$ cat src/rtl/sync_sel_pkg.sv
package sync_sel_pkg;
  localparam int unsigned NUM_PORTS = 4;
  typedef logic [2:0] src_code_t;
  localparam src_code_t CODE_FREE = 3'd4;
  localparam src_code_t CODE_NONE = 3'd7;
endpackage

$ cat src/rtl/sync_activity_mon.sv
module sync_activity_mon #(
  parameter int unsigned TIMEOUT_CYC = 12500
) (
  input  logic clk,
  input  logic rst_n,
  input  logic sync_i,
  output logic timeout_o
);
  localparam int unsigned CW = $clog2(TIMEOUT_CYC + 1);
  localparam logic [CW-1:0] LAST = CW'(TIMEOUT_CYC - 1);

  logic          prev_q;
  logic [CW-1:0] cnt_q, cnt_d;
  logic          to_q, to_d;
  logic          edge_seen;

  always_comb begin
    edge_seen = sync_i & ~prev_q;
    cnt_d     = cnt_q;
    to_d      = to_q;
    if (edge_seen) begin
      cnt_d = '0;
      to_d  = 1'b0;
    end else if (!to_q) begin
      if (cnt_q == LAST) to_d = 1'b1;
      else               cnt_d = cnt_q + 1'b1;
    end
  end

  always_ff @(posedge clk or negedge rst_n) begin
    if (!rst_n) begin
      prev_q <= 1'b0;
      cnt_q  <= '0;
      to_q   <= 1'b1;
    end else begin
      prev_q <= sync_i;
      cnt_q  <= cnt_d;
      to_q   <= to_d;
    end
  end

  assign timeout_o = to_q;
endmodule

$ cat src/rtl/freerun_sync_gen.sv
module freerun_sync_gen #(
  parameter int unsigned FRAME_CYC = 6250
) (
  input  logic clk,
  input  logic rst_n,
  output logic pulse_o
);
  localparam int unsigned CW = $clog2(FRAME_CYC + 1);
  localparam logic [CW-1:0] WRAP = CW'(FRAME_CYC - 1);

  logic [CW-1:0] cnt_q, cnt_d;
  logic          pulse_q, pulse_d;

  always_comb begin
    pulse_d = (cnt_q == WRAP);
    cnt_d   = pulse_d ? '0 : cnt_q + 1'b1;
  end

  always_ff @(posedge clk or negedge rst_n) begin
    if (!rst_n) begin
      cnt_q   <= '0;
      pulse_q <= 1'b0;
    end else begin
      cnt_q   <= cnt_d;
      pulse_q <= pulse_d;
    end
  end

  assign pulse_o = pulse_q;
endmodule

$ cat src/rtl/sync_src_arbiter.sv
module sync_src_arbiter
  import sync_sel_pkg::*;
#(
  parameter int unsigned NUM_PORTS = sync_sel_pkg::NUM_PORTS
) (
  input  logic                 clk,
  input  logic                 rst_n,
  input  logic [NUM_PORTS-1:0] act_i,
  input  logic                 free_en_i,
  input  logic                 sw_en_i,
  input  src_code_t            sw_sel_i,
  output src_code_t            sel_o
);
  localparam int unsigned IW = $clog2(NUM_PORTS);
  localparam src_code_t PORT_LIM = src_code_t'(NUM_PORTS);

  src_code_t sel_q, sel_d, lowest;
  logic      cur_ok, upd_en;

  always_comb begin
    lowest = CODE_NONE;
    for (int i = NUM_PORTS - 1; i >= 0; i--) begin
      if (act_i[i]) lowest = src_code_t'(i);
    end
    cur_ok = (sel_q < PORT_LIM) && act_i[sel_q[IW-1:0]];
    if (sw_en_i)        sel_d = (sw_sel_i <= CODE_FREE) ? sw_sel_i : CODE_NONE;
    else if (cur_ok)    sel_d = sel_q;
    else if (|act_i)    sel_d = lowest;
    else if (free_en_i) sel_d = CODE_FREE;
    else                sel_d = CODE_NONE;
    upd_en = (sel_d != sel_q);
  end

  always_ff @(posedge clk or negedge rst_n) begin
    if (!rst_n)      sel_q <= CODE_NONE;
    else if (upd_en) sel_q <= sel_d;
  end

  assign sel_o = sel_q;
endmodule

$ cat src/rtl/sync_src_select.sv
module sync_src_select
  import sync_sel_pkg::*;
#(
  parameter int unsigned NUM_PORTS   = sync_sel_pkg::NUM_PORTS,
  parameter int unsigned FRAME_CYC   = 6250,
  parameter int unsigned TIMEOUT_CYC = 12500
) (
  input  logic                 clk,
  input  logic                 rst_n,
  input  logic [NUM_PORTS-1:0] sync_in_i,
  input  logic [NUM_PORTS-1:0] nt_mode_i,
  input  logic                 free_en_i,
  input  logic                 sw_en_i,
  input  logic [2:0]           sw_sel_i,
  output logic                 sync_o,
  output logic [NUM_PORTS-1:0] timeout_o,
  output logic [2:0]           sel_o
);
  localparam int unsigned IW = $clog2(NUM_PORTS);
  localparam src_code_t PORT_LIM = src_code_t'(NUM_PORTS);

  logic [NUM_PORTS-1:0] tout;
  logic [NUM_PORTS-1:0] act;
  logic                 fr_pulse;
  src_code_t            sel;

  for (genvar p = 0; p < NUM_PORTS; p++) begin : g_mon
    sync_activity_mon #(.TIMEOUT_CYC(TIMEOUT_CYC)) u_mon (
      .clk      (clk),
      .rst_n    (rst_n),
      .sync_i   (sync_in_i[p]),
      .timeout_o(tout[p])
    );
  end

  assign act = ~tout & ~nt_mode_i;

  freerun_sync_gen #(.FRAME_CYC(FRAME_CYC)) u_fr (
    .clk    (clk),
    .rst_n  (rst_n),
    .pulse_o(fr_pulse)
  );

  sync_src_arbiter #(.NUM_PORTS(NUM_PORTS)) u_arb (
    .clk      (clk),
    .rst_n    (rst_n),
    .act_i    (act),
    .free_en_i(free_en_i),
    .sw_en_i  (sw_en_i),
    .sw_sel_i (sw_sel_i),
    .sel_o    (sel)
  );

  always_comb begin
    if (sel < PORT_LIM)        sync_o = sync_in_i[sel[IW-1:0]];
    else if (sel == CODE_FREE) sync_o = fr_pulse;
    else                       sync_o = 1'b0;
  end

  assign timeout_o = tout;
  assign sel_o     = sel;
endmodule

$ cat config.mk
export PLATFORM = sky130hd
export DESIGN_NAME = sync_src_select
export DESIGN_NICKNAME = d
export VERILOG_FILES = /design/src/rtl/sync_sel_pkg.sv /design/src/rtl/sync_activity_mon.sv /design/src/rtl/freerun_sync_gen.sv /design/src/rtl/sync_src_arbiter.sv /design/src/rtl/sync_src_select.sv
export SDC_FILE = /design/constraint.sdc
export NUM_CORES = 1
export LEC_CHECK = 0
export BUFFER_PORTS_ARGS = -buffer_cell sky130_fd_sc_hd__buf_2
export CAP_MARGIN = 5
export CORE_MARGIN = 2
export CORE_UTILIZATION = 65
export CTS_CLUSTER_DIAMETER = 150
export CTS_CLUSTER_SIZE = 16
export DETAILED_ROUTE_END_ITERATION = 16
export PLACE_DENSITY_LB_ADDON = 0.25
export SETUP_SLACK_MARGIN = 0.2
export SLEW_MARGIN = 20
export SYNTH_ARGS = -nofsm -noshare
export SYNTH_HDL_FRONTEND = slang
export SYNTH_SLANG_ARGS = --single-unit
$ cat constraint.sdc
create_clock -name clk -period 5.05 [get_ports clk]
set_input_delay 0 -clock clk [delete_from_list [all_inputs] [get_ports clk]]
set_output_delay 0 -clock clk [all_outputs]
set_load 0.03 [all_outputs]
==> results.toml <==
[clock_tree]
clock_tree.htree_level_count = 3
cts_root_buffer = "clkbuf_8"
clkSlewWorstSetupHoldPaths_ns = 0.08
cts_buffer_depth = 2
cts_made_buffers = 9
cts_tree = "yes"
cts.sinks = 81
post-cts-setup-buffers = 0
insertion_delay_ns = 0.35

[finish]
nNetsFinal = 483
nFillCells = 480
area_delta_synth_final_pct = 11.4
finalInstanceArea_sq_um = 4630
insertedDiodeCount = 0
layout_commonest_cell = "dfrtp_1"
drive_gt1_frac = 0.126
final_cell_mix = "dfrtp_1 (74), nor2_1 (71), xnor2_1 (28), nand2_1 (27), buf_2 (21)"

[global_routing]
grt_pass1_wl_um = 14100
antenna_found_initial = 0
grt_pass1_vias = 3167
grt_usage = 0.249
grt_max_degree = 82
grt-ovfl-total = 0

[floorplan]
core_sq_um = 6280
std_cell_rows = 29
die_w_um = 83.9
chipHeight_um = 83.9
start_util = 0.662
io_pins = 23
dieArea_sq_um = 7050

[worst_setup_path]
r2r-end = "u_arb.sel_o[0]"
crit_slowest_cell = "dfstp_2"
ff2ff_path_depth = 5
crit_start = "g_mon[3].u_mon.timeout_o"
crit_family = "compound AO/OA/AOI/OAI gates"
worst-path-stages = 5
cp_data_arrival_time_ns = 2.36
cp-start-kind = "flip-flop"
required_ns = 5.34
crit_path_end_kind = "flip-flop"
crit_fanout = 11
worstSetupPathType = "flip-flop to flip-flop"
worstPathCellList = "nor2_1, a21oi_1, a211oi_1, o41ai_1, dlygate4sd3_1"
critPathMaxStageDelay_ns = 0.65
critPathCapture = "u_arb.sel_o[0]"
critPathBufInv = 1
rrSetupSlack_ns = 2.98
r2r-start = "g_mon[3].u_mon.timeout_o"

[yosys]
ys_ff_latch = 81
ys.flop_type = "dfrtp_1"
synthXorXnorAreaFrac = 0.0928
synthCells = 431
ys_seq_area_frac = 0.490
synthArstFlopShare = 1.00
synth_fa_ha_area_frac = 0.0181
synth_top_family_by_area = "simple AND/OR/NAND/NOR gates"
syn_area_sq_um = 4150
syn_avg_cell_area_sq_um = 9.64
synth_edf_count = 0
synth_compound_area_frac = 0.0759
synthSimpleGateAreaFrac = 0.277
yosysWarnings = 0
ys_types = 45
syn-num-nets = 452
muxShareOfSynthArea = 0.0178

[detailed_routing]
wire_per_inst_um = 15.1
wl_met1_um = 3760
antenna_left = 0
vias = 3239
dr.pass1.iters = 4
route.met2.wl_um = 4020
drc = 0
drt_iter0_markers = 147
totalWireLength_um = 8190
highest_layer = "met4"
dr_wl_met3_um = 257
vias_per_cell = 5.95

[timing]
skew_ns = 0.00877
hold_viol_final = 0
setup_viol = 0
fin_setup_tns_ns = 0
finalMaxSlewViolations = 0
maxSlewHeadroom = 0.394
fmax_mhz = 483
layout_worst_path_cycle_share = 0.410
rsz0062_at_grt = "no"
finalCriticalPeriod_ns = 2.07
worstMarginPinSlew_ns = 0.905

[min_path]
worstHoldPathType = "input port to flip-flop"

[place]
gp_congestion = 0.840
io_buffers = 22
hpwl_um = 5650
place_area_sq_um = 4300

[power_and_ir_drop]
p_per_area_nw_per_um2 = 313
ir_drop_v = 0.000244
leakage_nw = 1.97

[run]
drv_cap = 0

[run_status]
status = "finished, final reports clean"
Yosys cell counts (all sizes together) (2+ instances only):
cell type	count	area [sq um]
xor2	16	140
nand2	27	101
nor4	15	124
nor3	17	85.1
clkbuf	9	33.8
nor2b	5	31.3
and3b	2	17.5
and2	5	31.3
or4	6	48.8
a21oi	16	80.1
o22ai	3	18.8
nand3	19	95.1
nand2b	8	50.1
ha	6	75.1
o41ai	2	17.5
nand4b	6	52.6
a41oi	3	26.3
dfstp	7	184
or3	7	43.8
a211oi	2	15.0
dfrtp	74	1850
and3	3	18.8
and4	3	26.3
nand4	15	93.8
xnor2	28	245
mux2i	4	40.0
inv	15	56.3
nor4b	4	35.0
a31o	6	52.6
mux2	3	33.8
o21ai	11	55.1
buf	4	30.0
nor2	71	267
cells by family after synthesis:
| group | Yosys count |
|---|---|
| xor gates and xnor gates | 44 |
| AOI/OAI and AO/OA | 49 |
| buffers and inverters | 28 |
| and+or+nand+nor | 216 |
| muxes | 7 |
| adders and majority gates | 6 |
| DFF | 81 |
how the worst min path moves through the flow:
| stage | start | to | slack [ns] | depth (start not counted) |
|---|---|---|---|---|
| floorplan | rst_n | g_mon[0].u_mon.cnt_q[0] | -0.30 | 0 |
| global route | free_en_i | u_arb.sel_o[1] | 0.06 | 5 |
| CTS | free_en_i | u_arb.sel_o[1] | 0.03 | 5 |
| detailed placement | sync_in_i[3] | g_mon[3].u_mon.prev_q | 0.14 | 1 |
| global placement | sync_in_i[1] | g_mon[1].u_mon.prev_q | 0.14 | 1 |
| finish | free_en_i | u_arb.sel_o[1] | 0.04 | 5 |
metrics by stage:
| step | cells | hold slack, ns | power [mW] | setup slack [ns] | utilization |
|---|---|---|---|---|---|
| floorplan | 431 | -0.296 | 0.906 | 3.36 | - |
| global placement | 517 | 0.136 | 0.959 | 3.27 | 0.685 |
| detailed placement | 517 | 0.137 | 0.977 | 3.20 | 0.685 |
| CTS | 543 | 0.0251 | 1.46 | 3.05 | 0.732 |
| global route | 544 | 0.0640 | 1.52 | 2.87 | 0.737 |
| finish | 544 | 0.0373 | 1.45 | 2.98 | 0.737 |
report_power, final:
group          switching (mW)  total, mW  internal [mW]  leakage [nW]
clock                   0.230      0.470          0.240        0.0953
sequential             0.0676      0.770          0.703          1.06
combinational           0.120      0.207         0.0868         0.809
what timing repair did:
action / in CTS / in global routing
hold endpoints to repair: 81 / 0
hold buffers: 10 / 0
resized for setup: 0 / 0
worst register-to-register path: stages, from the launching register on:
cell	delay, ns
dfstp_2	0.65
nor2_1	0.11
a21oi_1	0.23
a211oi_1	0.14
o41ai_1	0.29
dlygate4sd3_1	0.59
state kept, by name, indices dropped and copies added, names as in the netlist:
name	count
g_mon.u_mon.prev_q	4
g_mon.u_mon.cnt_q	56
u_fr.pulse_o	1
u_arb.sel_o	3
g_mon.u_mon.timeout_o	4
u_fr.cnt_q	13
cell type report:
cell class	instances	area, sq um	area share
Clock buffer	11	141	0.0305
Inverter	15	56.3	0.0122
Sequential cell	81	2040	0.440
Timing Repair Buffer	33	240	0.0519
Tap cell	77	96.3	0.0208
Multi-Input combinational cell	322	2000	0.433
Clock inverter	5	55.1	0.0119
routing by layer:
metal  track usage  vias to the layer above
li1              -                     1589
met1         0.327                     1591
met2         0.412                       44
met3        0.0504                       15
met4        0.0938                        0
met5             0                        -
(Power assumes the default switching activity.)
